### src/rtl/vsr_pkg.sv
package vsr_pkg;
  localparam logic [1:0] FMT_GREY = 2'b11;
endpackage

### src/rtl/vsr_span_hit.sv
module vsr_span_hit #(
  parameter int W = 12
) (
  input  logic [W-1:0] pos,
  input  logic [W-1:0] start,
  input  logic [W-1:0] len,
  output logic         hit
);
  logic [W:0] rel;
  always_comb begin
    rel = {1'b0, pos} - {1'b0, start};
    hit = (pos >= start) && (rel < {1'b0, len});
  end
endmodule

### src/rtl/vsr_ratio_step.sv
module vsr_ratio_step #(
  parameter int W = 12
) (
  input  logic [W-1:0] acc,
  input  logic [W-1:0] num,
  input  logic [W-1:0] den,
  output logic         take,
  output logic [W-1:0] acc_nxt
);
  logic [W:0] sum;
  logic       keep_all;
  logic       over;
  always_comb begin
    sum      = {1'b0, acc} + {1'b0, num};
    keep_all = (num >= den);
    over     = (sum >= {1'b0, den});
    take     = keep_all | over;
    if (keep_all)  acc_nxt = '0;
    else if (over) acc_nxt = W'(sum - {1'b0, den});
    else           acc_nxt = sum[W-1:0];
  end
endmodule

### src/rtl/vsr_pixel_track.sv
module vsr_pixel_track #(
  parameter int PW = 12
) (
  input  logic          clk,
  input  logic          rst_n,
  input  logic          href,
  input  logic          href_rise,
  input  logic          pix_vld,
  input  logic [PW-1:0] x_ofs,
  input  logic [PW-1:0] x_span,
  input  logic [PW-1:0] x_keep,
  output logic          h_take
);
  localparam logic [PW-1:0] POS_MAX = {PW{1'b1}};

  logic [PW-1:0] pos_q, pos_d, pos_cur;
  logic [PW-1:0] acc_q, acc_d, acc_cur, acc_step;
  logic          in_win, step_take, pix_en;

  vsr_span_hit #(.W(PW)) u_win (
    .pos(pos_cur), .start(x_ofs), .len(x_span), .hit(in_win)
  );

  vsr_ratio_step #(.W(PW)) u_step (
    .acc(acc_cur), .num(x_keep), .den(x_span),
    .take(step_take), .acc_nxt(acc_step)
  );

  always_comb begin
    pos_cur = href_rise ? '0 : pos_q;
    acc_cur = href_rise ? '0 : acc_q;
    pix_en  = pix_vld & href;
    h_take  = in_win & step_take;
    pos_d   = pos_cur;
    acc_d   = acc_cur;
    if (pix_en) begin
      if (pos_cur != POS_MAX) pos_d = pos_cur + 1'b1;
      if (in_win)             acc_d = acc_step;
    end
  end

  always_ff @(posedge clk or negedge rst_n) begin
    if (!rst_n) begin
      pos_q <= '0;
      acc_q <= '0;
    end else begin
      pos_q <= pos_d;
      acc_q <= acc_d;
    end
  end
endmodule

### src/rtl/vsr_line_track.sv
module vsr_line_track #(
  parameter int LW = 10
) (
  input  logic          clk,
  input  logic          rst_n,
  input  logic          vsync,
  input  logic          href_fall,
  input  logic [LW-1:0] y_ofs,
  input  logic [LW-1:0] y_span,
  input  logic [LW-1:0] y_keep,
  input  logic [LW-1:0] byp_start,
  input  logic [LW-1:0] byp_cnt,
  output logic          v_take,
  output logic          in_byp
);
  localparam logic [LW-1:0] LINE_MAX = {LW{1'b1}};

  logic [LW-1:0] line_q, line_d;
  logic [LW-1:0] acc_q, acc_d, acc_step;
  logic          in_win, step_take, scaled;

  vsr_span_hit #(.W(LW)) u_win (
    .pos(line_q), .start(y_ofs), .len(y_span), .hit(in_win)
  );

  vsr_span_hit #(.W(LW)) u_byp (
    .pos(line_q), .start(byp_start), .len(byp_cnt), .hit(in_byp)
  );

  vsr_ratio_step #(.W(LW)) u_step (
    .acc(acc_q), .num(y_keep), .den(y_span),
    .take(step_take), .acc_nxt(acc_step)
  );

  always_comb begin
    scaled = in_win & ~in_byp;
    v_take = in_byp | (in_win & step_take);
    line_d = line_q;
    acc_d  = acc_q;
    if (vsync) begin
      line_d = '0;
      acc_d  = '0;
    end else if (href_fall) begin
      if (line_q != LINE_MAX) line_d = line_q + 1'b1;
      if (scaled)             acc_d  = acc_step;
    end
  end

  always_ff @(posedge clk or negedge rst_n) begin
    if (!rst_n) begin
      line_q <= '0;
      acc_q  <= '0;
    end else begin
      line_q <= line_d;
      acc_q  <= acc_d;
    end
  end
endmodule

### src/rtl/vscale_region_ctrl.sv
module vscale_region_ctrl
  import vsr_pkg::*;
#(
  parameter int PW = 12,
  parameter int LW = 10
) (
  input  logic          clk,
  input  logic          rst_n,
  input  logic          pix_vld,
  input  logic          href,
  input  logic          vsync,
  input  logic [PW-1:0] x_ofs,
  input  logic [PW-1:0] x_span,
  input  logic [PW-1:0] x_keep,
  input  logic [LW-1:0] y_ofs,
  input  logic [LW-1:0] y_span,
  input  logic [LW-1:0] y_keep,
  input  logic [LW-1:0] byp_start,
  input  logic [LW-1:0] byp_cnt,
  input  logic [1:0]    fmt_sel,
  output logic          pix_keep,
  output logic          line_keep,
  output logic          byp_act,
  output logic [1:0]    fmt_out
);
  logic href_q;
  logic href_rise, href_fall;
  logic h_take, v_take, in_byp;

  always_ff @(posedge clk or negedge rst_n) begin
    if (!rst_n) href_q <= 1'b0;
    else        href_q <= href;
  end

  always_comb begin
    href_rise = href & ~href_q;
    href_fall = href_q & ~href;
  end

  vsr_pixel_track #(.PW(PW)) u_pix (
    .clk(clk), .rst_n(rst_n), .href(href), .href_rise(href_rise),
    .pix_vld(pix_vld), .x_ofs(x_ofs), .x_span(x_span), .x_keep(x_keep),
    .h_take(h_take)
  );

  vsr_line_track #(.LW(LW)) u_line (
    .clk(clk), .rst_n(rst_n), .vsync(vsync), .href_fall(href_fall),
    .y_ofs(y_ofs), .y_span(y_span), .y_keep(y_keep),
    .byp_start(byp_start), .byp_cnt(byp_cnt),
    .v_take(v_take), .in_byp(in_byp)
  );

  always_comb begin
    byp_act   = in_byp;
    line_keep = v_take;
    pix_keep  = pix_vld & href & (in_byp | (v_take & h_take));
    fmt_out   = in_byp ? FMT_GREY : fmt_sel;
  end
endmodule

### config.mk
export PLATFORM = sky130hd
export DESIGN_NAME = vscale_region_ctrl
export DESIGN_NICKNAME = d
export VERILOG_FILES = /design/src/rtl/vsr_pkg.sv /design/src/rtl/vsr_span_hit.sv /design/src/rtl/vsr_ratio_step.sv /design/src/rtl/vsr_pixel_track.sv /design/src/rtl/vsr_line_track.sv /design/src/rtl/vscale_region_ctrl.sv
export SDC_FILE = /design/constraint.sdc
export NUM_CORES = 1
export LEC_CHECK = 0
export CORE_ASPECT_RATIO = 0.9
export CORE_UTILIZATION = 30
export CTS_CLUSTER_DIAMETER = 120
export DETAILED_ROUTE_END_ITERATION = 7
export PLACE_DENSITY = 0.53
export REMOVE_ABC_BUFFERS = 1
export SLEW_MARGIN = 30
export SYNTH_ARGS = -nofsm -noshare
export SYNTH_HDL_FRONTEND = slang
export SYNTH_SLANG_ARGS = --single-unit
export TNS_END_PERCENT = 5
### constraint.sdc
create_clock -name clk -period 4.5 [get_ports clk]
set_input_delay 0.45 -clock clk [delete_from_list [all_inputs] [get_ports clk]]
set_output_delay 0.45 -clock clk [all_outputs]
set_load 0.02 [all_outputs]
# Word level (Yosys, flattened, before mapping)
# Cells that the tools add are included.
[op_classes]
magnitude_cmp = 10
shifts = 0
bitwise_logic = 15
eq_ne = 2
n_reduce_logical = 8
multipliers = 0
add_sub_neg = 9
muxes = 17
div = 0
[ops]
columns = ["op", "count"]
rows = [
  ["two-way mux 12 bit", 8],
  ["two-way mux 10 bit", 8],
  [">= comparator 10 bit", 3],
  [">= comparator 12 bit", 2],
  ["< comparator 11 x 10 -> 1 bit", 2],
  ["subtractor 10 x 10 -> 11 bit", 2],
  ["adder 12 x 12 -> 13 bit", 1],
  [">= comparator 13 x 12 -> 1 bit", 1],
  ["< comparator 13 x 12 -> 1 bit", 1],
  ["subtractor 12 x 12 -> 13 bit", 1],
  ["adder 12 x 1 -> 12 bit (second input constant)", 1],
  ["inequality test 12 bit (second input constant)", 1],
  ["subtractor 12 bit", 1],
  ["adder 10 x 10 -> 11 bit", 1],
  [">= comparator 11 x 10 -> 1 bit", 1],
  ["adder 10 x 1 -> 10 bit (second input constant)", 1],
  ["inequality test 10 bit (second input constant)", 1],
  ["subtractor 10 bit", 1],
  ["AND 1 bit", 8],
  ["nonzero test 2 bit", 3],
  ["bitwise OR 1 bit", 4],
  ["AND reduction 2 bit", 2],
  ["logical AND 1 bit", 3],
  ["inverter 1 bit", 3],
  ["two-way mux 2 bit", 1],
]
[word_totals]
mem_bits_rw = 0
regBits = 45
memories = 0
elab_cells = 66
input_bits = 93
latchBits = 0
out_inout_bits = 5
rom_bits = 0

# Longest topological paths before layout
# Gate-level depths: netlist of run 1.
[depth]
depth_word = 10
mapped_depth = 20
ltp_nobuf = 19

# Hierarchy
# Synthesis of run 1 repeated with hierarchy kept, for this count alone.
[hier_totals]
cells_unflattened = 951
hier_area_um2 = 7596.0
[by_module_without_submodules]
columns = ["mod", "cells_per_inst", "seq_area_each_um2", "instances", "area_each_um2"]
rows = [
  ["vsr_ratio_step (u_pix.u_step)", 235, 0.0, 1, 1662.8],
  ["vsr_span_hit (u_line.u_byp ...)", 101, 0.0, 2, 719.4],
  ["vsr_ratio_step (u_line.u_step)", 179, 0.0, 1, 1306.3],
  ["vsr_pixel_track", 113, 600.6, 1, 1273.7],
  ["vsr_line_track", 83, 500.5, 1, 935.9],
  ["vsr_span_hit (u_pix.u_win)", 131, 0.0, 1, 915.9],
  ["vscale_region_ctrl", 8, 25.0, 1, 62.6],
]

# Worst setup path after synthesis of run 1
# Ideal clock, no wire load.
[synth_timing]
path_kind = "register to output"
from = "reg href_q"
to = "out pix_keep"
t_required_ns = 4.050
stages_incl_launch_ff = 21
n_path_buf = 2
slack_ns = -0.309
arrival_time_ns = 4.359
path_cell_list = "dfrtp_1 -> nand2b_1 -> clkbuf_1 -> and2_1 -> ha_1 -> fa_1 -> a211oi_1 -> nor2_1 -> o211ai_1 -> nand2_1 -> a21oi_1 -> xor2_1 -> inv_1 -> ha_1 -> a21oi_1 -> o311ai_0 -> o21a_1 -> a2111oi_4 -> buf_6 -> a21oi_1 -> o211a_1"
[synth_between]
elab_chain_len = 10
word_cells_on_any_way = 15
[synth_lines]
columns = ["element", "line_no", "rtl"]
rows = [
  ["start: declaration", "vscale_region_ctrl.sv:26", "logic href_q;"],
  ["start signal: assignment", "vscale_region_ctrl.sv:32", "else href_q <= href;"],
  ["inverter 1 bit (*)", "vscale_region_ctrl.sv:36", "href_rise = href & ~href_q;"],
  ["AND 1 bit (*)", "vscale_region_ctrl.sv:36", ""],
  ["two-way mux 12 bit, on equally long branches", "vsr_pixel_track.sv:31, vsr_pixel_track.sv:30", ""],
  ["adder 12 x 12 -> 13 bit / subtractor 12 x 12 -> 13 bit (equally long branches)", "vsr_ratio_step.sv:14, vsr_span_hit.sv:11", ""],
  [">= comparator 13 x 12 -> 1 bit / < comparator 13 x 12 -> 1 bit (equally long branches)", "vsr_ratio_step.sv:16, vsr_span_hit.sv:12", ""],
  ["bitwise OR 1 bit / logical AND 1 bit (equally long branches)", "vsr_ratio_step.sv:17, vsr_span_hit.sv:12", ""],
  ["AND 1 bit (*)", "vsr_pixel_track.sv:33", "h_take = in_win & step_take;"],
  ["AND 1 bit (*)", "vscale_region_ctrl.sv:56", "pix_keep = pix_vld & href & (in_byp | (v_take & h_take));"],
  ["bitwise OR 1 bit (*)", "vscale_region_ctrl.sv:56", ""],
  ["AND 1 bit (*)", "vscale_region_ctrl.sv:56", ""],
  ["end: declaration", "vscale_region_ctrl.sv:21", "output logic pix_keep,"],
]
# Mark *: on every way between the ends. The rest lies on a longest branch, timed or not.

# Worst setup path after layout of run 1
# Ends and elaborated chain as after synthesis.

==> results of run 1 <==
[cells in the mapped netlist, types with 6 or more instances]
cell type / number
a211oi_1: 11
a21o_1: 24
a21oi_1: 59
a22o_1: 12
a31oi_1: 11
and2_1: 19
and3_1: 6
clkbuf_1: 11
dfrtp_1: 45
fa_1: 7
ha_1: 129
inv_1: 97
mux2_1: 6
mux2_2: 11
mux2i_1: 12
nand2_1: 50
nand2b_1: 15
nand3_1: 22
nand4_1: 16
nor2_1: 65
nor2b_1: 17
nor3_1: 18
o21a_1: 13
o21ai_0: 31
o21bai_1: 8
xnor2_1: 43
xor2_1: 27
[flip-flops by register name, summed over array words and instances, names as in the netlist]
signal / count
u_pix.acc_q: 12
href_q: 1
u_line.acc_q: 10
u_pix.pos_q: 12
u_line.line_q: 10
[per-stage QoR]
stage | total power, µW | hold WS, ns
2_1_floorplan | 1493 | 0.1544
3_3_place_gp | 2105 | 0.4764
3_5_place_dp | 2118 | 0.4903
4_1_cts | 2621 | 0.2693
5_1_grt | 2847 | 0.2971
6_report | 2600 | 0.2446
[metal layers]
metal	wire length [µm]	share of wire [%]	GRT usage, %	vias to the layer above
met3	738	3.8	1.795	13
met2	8926	46	29.33	118
met5	0	0	0	-
li1	-	-	-	3572
met1	9384	49	22.54	3063
met4	188	0.98	3.113	0
[critical path: stages (launching register included)]
cell and delay [ns]:
dfrtp_1 0.38, nand2b_4 0.16, and2_1 0.18, ha_2 0.18
fa_2 0.35, a211oi_2 0.19, nor2_1 0.10, o211ai_1 0.21
nand2_1 0.12, a21oi_2 0.15, xor2_1 0.19, inv_1 0.10
ha_4 0.24, a21oi_2 0.14, o311ai_1 0.13, o21a_1 0.25
a2111oi_4 0.25, a21oi_2 0.11, o211a_1 0.25, buf_4 0.16
[worst paths after layout]
kind	end	slack, ns	depth (start not counted)	start
max in group asynchronous	u_pix.acc_q[11]	3.84	2	rst_n
min in group clk	u_line.acc_q[3]	0.50	1	u_line.acc_q[3]
max	pix_keep	-0.09	19	href_q
min	u_line.line_q[0]	0.24	2	rst_n
min reg2reg	u_line.acc_q[3]	0.50	1	u_line.acc_q[3]
max reg2reg	u_pix.acc_q[3]	0.21	20	href_q
[cell families after synthesis]
kind of cell               count (synthesis)  share of synthesized area, %
and+or+nand+nor                          246                         17.71
muxes                                     29                         4.538
adders and majority gates                136                         25.55
buffers and inverters                    110                         6.142
xor gates and xnor gates                  70                         8.930
AOI/OAI and AO/OA                        210                         20.72
DFF                                       45                         16.40
[power breakdown]
group / total (µW) / switching (µW) / internal [µW]
Combinational: 1680 / 797 / 879
Sequential: 470 / 25.4 / 445
Clock: 454 / 187 / 268
Total: 2600 / 1010 / 1590
[layout make-up]
class | instances | share of cell area [%]
flip-flops and latches | 45 | 11.48
repair buffers | 271 | 23.44
clock buffers | 5 | 1.275
multi-input cells | 691 | 55.80
well taps | 297 | 3.788
clock inverters | 3 | 0.5101
inverters | 97 | 3.711
[timing repair]
action / CTS / global route
pin swaps: 12 / 0
setup endpoints to repair: 17 / 18
setup buffers: 2 / 1
resized for setup: 44 / 11
hold buffers: 0 / 0
hold endpoints to repair: 0 / 0
==> impl_metrics.yaml, run 1 <==
outcome:
  status: "finished, violations left"
  violations: "negative setup slack"
cts:
  cts_max_path_buffers: 2
  cts_inserted_buffers: 5
  clkSinkCount: 45
  path_clk_slew_ns: 0.07
  htreeDepth: 2
  clock_latency_ns: 0.30
  cts_tree: "built"
  cts_root_buf: "clkbuf_16"
cells_and_area:
  synthToLayoutAreaGrowth_pct: 42.90
  final_cells: 1409
  design_area_um2: 9811
  final_layout_size_suffix_gt1_share_pct: 20.77
  nNetsFinal: 1340
  final_core_util_pct: 43.71
  mostFrequentLayoutCells: "buf_4 (173), ha_1 (124), inv_1 (97)"
  multi_input_area_um2: 5474
  final_common_cell: "buf_4"
  n_antenna_cell: 0
  fillCellCount: 2291
  ff_latch_area_um2: 1126
placed_design:
  dp_hpwl_mm: 16.08
  dpl_worst_slack_ns: -1.254
  place.gp.congestion: 0.8516
  placed_area_um2: 9442
  dp.cells: 1398
  io_buffers: 97
power_and_ir_drop:
  leakage_uw: 0.005066
  ir_worst_vdd_mv: 0.1935
  powerDensity_nw_per_um2: 265.0
synthesis:
  synth-edff-count: 0
  synthCells: 846
  synth_area_um2: 6865
  synth_top_area_cell: "ha_1"
  ys_seq_area_share_pct: 16.40
  syn_avg_cell_area_um2: 8.115
  synthFlopType: "dfrtp_1"
  ys_ff_latch: 45
  ys_top_cells_by_area: "ha_1 (24%), dfrtp_1 (16%), xnor2_1 (5.5%), inv_1 (5.3%), a21oi_1 (4.3%)"
  synthArstFlopShare_pct: 100.0
  synth_warnings: 0
  synth_top_area_share_pct: 23.51
  synth_cell_type_count: 57
route:
  ant_nets: 0
  routed_wl_mm: 19.24
  vias: 6766
  route.detailed.drc: 0
  via_per_inst: 4.802
  wl_per_cell_um: 13.65
  firstDrtPassIters: 4
  drtIter0Drc: 230
timing:
  maxSlewViolCount: 0
  rsz0062_at_grt: "yes"
  hold_viol: 0
  finalCriticalPeriod_ns: 4.585
  worstMarginPinSlew_ns: 0.7682
  min_period_over_period_pct: 101.9
  fin_skew_ns: 0.004459
  relSlewSlack_pct: 48.44
  max_freq_mhz: 218.1
  finalSetupViolCount: 2
  fin_setup_tns_ns: -0.1630
  fin_ws_ns: -0.08544
grt:
  grt_pass1_wl_mm: 32.21
  grt_max_degree: 46
  grt_pass1_vias: 6800
  antenna_found_initial: 0
  grtUsageTotal_pct: 16.86
  grt-ovfl-total: 0
setup_path:
  crit_path_end_kind: "output port"
  cp_max_fo: 4
  required_ns: 4.05
  arrival_ns: 4.14
  start_kind: "register"
  critPathKind: "register to output port"
floorplanning:
  dieHeight_um: 145.5
  coreArea_um2: 22450
  die_area_um2: 23490
  placementRows: 52
  start_util_pct: 30.59
  io_pins: 98
  die_w_um: 161.5
hold_path:
  min_path_type: "primary input to async pin"
run:
  cap_violations: 0
Note: power is estimated with default switching activity, not from simulation.
==> inputs of run 2 (changes only) <==
Settings changed: CTS_CLUSTER_DIAMETER 120 to 200, RECOVER_POWER from default to 25.
==> impl_metrics.yaml, run 2 (synthesis gave the netlist of run 1 again) <==
outcome:
  status: "finished, violations left"
  violations: "max-capacitance violations, max-slew violations, negative setup slack"
timing:
  finalCriticalPeriod_ns: 4.585
  max_freq_mhz: 218.1
  fin_hold_ws_ns: 0.5010
  fin_ws_ns: -0.08545
  relSlewSlack_pct: -73.33
  worstMarginPinSlew_ns: 2.600
  min_period_over_period_pct: 101.9
  rsz0062_at_grt: "yes"
  maxSlewViolCount: 46
  hold_viol: 0
  fin_skew_ns: 0.004459
  finalSetupViolCount: 2
placed_design:
  placed_area_um2: 9442
  place.gp.congestion: 0.8516
  dpl_worst_slack_ns: -1.254
  dp.cells: 1398
  io_buffers: 97
  dp_hpwl_mm: 16.08
grt:
  grt-ovfl-total: 0
  grt_pass1_vias: 6800
  antenna_found_initial: 0
  grt_max_degree: 46
  grtUsageTotal_pct: 16.86
  grt_pass1_wl_mm: 32.21
route:
  ant_nets: 0
  firstDrtPassIters: 4
  via_per_inst: 4.803
  vias: 6767
  routed_wl_mm: 19.24
  wl_per_cell_um: 13.65
  drtIter0Drc: 230
  route.detailed.drc: 0
setup_path:
  r2r_slack_ns: 0.21
  required_ns: 4.05
  cp_max_fo: 4
  arrival_ns: 4.14
  crit_path_end_kind: "output port"
  r2r-end: "u_pix.acc_q[3]"
  start_kind: "register"
  r2r-start: "href_q"
  reg2reg_depth: 20
  critPathKind: "register to output port"
cts:
  cts_max_path_buffers: 2
  cts_inserted_buffers: 5
  path_clk_slew_ns: 0.07
  htreeDepth: 2
  cts_root_buf: "clkbuf_16"
  cts_tree: "built"
  clock_latency_ns: 0.30
  clkSinkCount: 45
cells_and_area:
  final_layout_size_suffix_gt1_share_pct: 20.68
  final_core_util_pct: 43.69
  design_area_um2: 9807
  reg_top3: "u_pix.acc_q: 12 flops, u_pix.pos_q: 12 flops"
  n_antenna_cell: 0
  nNetsFinal: 1340
  final_common_cell: "buf_4"
  final_cells: 1409
  mostFrequentLayoutCells: "buf_4 (172), ha_1 (124), inv_1 (97)"
  synthToLayoutAreaGrowth_pct: 42.85
floorplanning:
  placementRows: 52
  io_pins: 98
  start_util_pct: 30.59
  coreArea_um2: 22450
  dieHeight_um: 145.5
  die_area_um2: 23490
  die_w_um: 161.5
hold_path:
  min_path_cells: 1
  min_to: "u_line.acc_q[3]"
  min_path_type: "register to register"
  hold_path.startpoint: "u_line.acc_q[3]"
power_and_ir_drop:
  powerDensity_nw_per_um2: 265.1
  ir_worst_vdd_mv: 0.1935
  leakage_uw: 0.005063
run:
  cap_violations: 1
## run 2: changes by cell type in the layout (fill, tap and decap cells not counted)
cell and change:
clkbuf_1 +1, buf_4 -1
## run 2: what timing repair did
item / CTS / global route
gates resized for setup: 44 / 11
hold buffers: 0 / 0
pin swaps: 12 / 0
setup buffers: 2 / 1
endpoints found under the setup margin: 17 / 18
## run 2: worst max-delay path by stage
stage | start | endpoint | slack (ns) | depth (start not counted)
floorplan | href_q | pix_keep | -0.55 | 18
global placement | href | pix_keep | -1.20 | 20
detailed placement | href | pix_keep | -1.25 | 20
CTS | href_q | pix_keep | -0.12 | 19
global route | href | pix_keep | -0.40 | 22
finish | href_q | pix_keep | -0.09 | 19
## run 2: cell type report
cell class	count	area [µm²]
clock buffers	5	125.1
well taps	297	371.6
clock inverters	3	50.05
repair buffers	271	2296
flip-flops and latches	45	1126
fillers	2293	12640
inverters	97	364.1
multi-input cells	691	5474
## run 2: worst max-delay path, stage by stage (launching register included)
cell and delay (ns):
dfrtp_1 0.38, nand2b_4 0.16, and2_1 0.18, ha_2 0.18, fa_2 0.35, a211oi_2 0.19
nor2_1 0.10, o211ai_1 0.21, nand2_1 0.12, a21oi_2 0.15, xor2_1 0.19, inv_1 0.10
ha_4 0.24, a21oi_2 0.14, o311ai_1 0.13, o21a_1 0.25, a2111oi_4 0.25, a21oi_2 0.11
o211a_1 0.25, buf_4 0.16
## run 2: power by group
group,switching (µW),internal (µW)
logic,796,879
clock network,187,268
registers,25.4,445
total,1010,1590
## run 2: metrics by stage
step | TNS, ns | power (µW)
finish | -0.1630 | 2599
global route | -1.594 | 2846
CTS | -0.3145 | 2621
detailed placement | -13.04 | 2118
global placement | -12.76 | 2105
floorplan | -4.047 | 1493
## run 2: metal layers
metal  global-route usage, %  part of all wire (%)  up-vias  wire length, µm
met3                   1.795                   3.8       13              738
met4                   3.113                  0.98        0              188
met1                   22.54                    49     3064             9383
met5                       0                     0        -                0
met2                   29.33                    46      118             8925
li1                        -                     -     3572                -
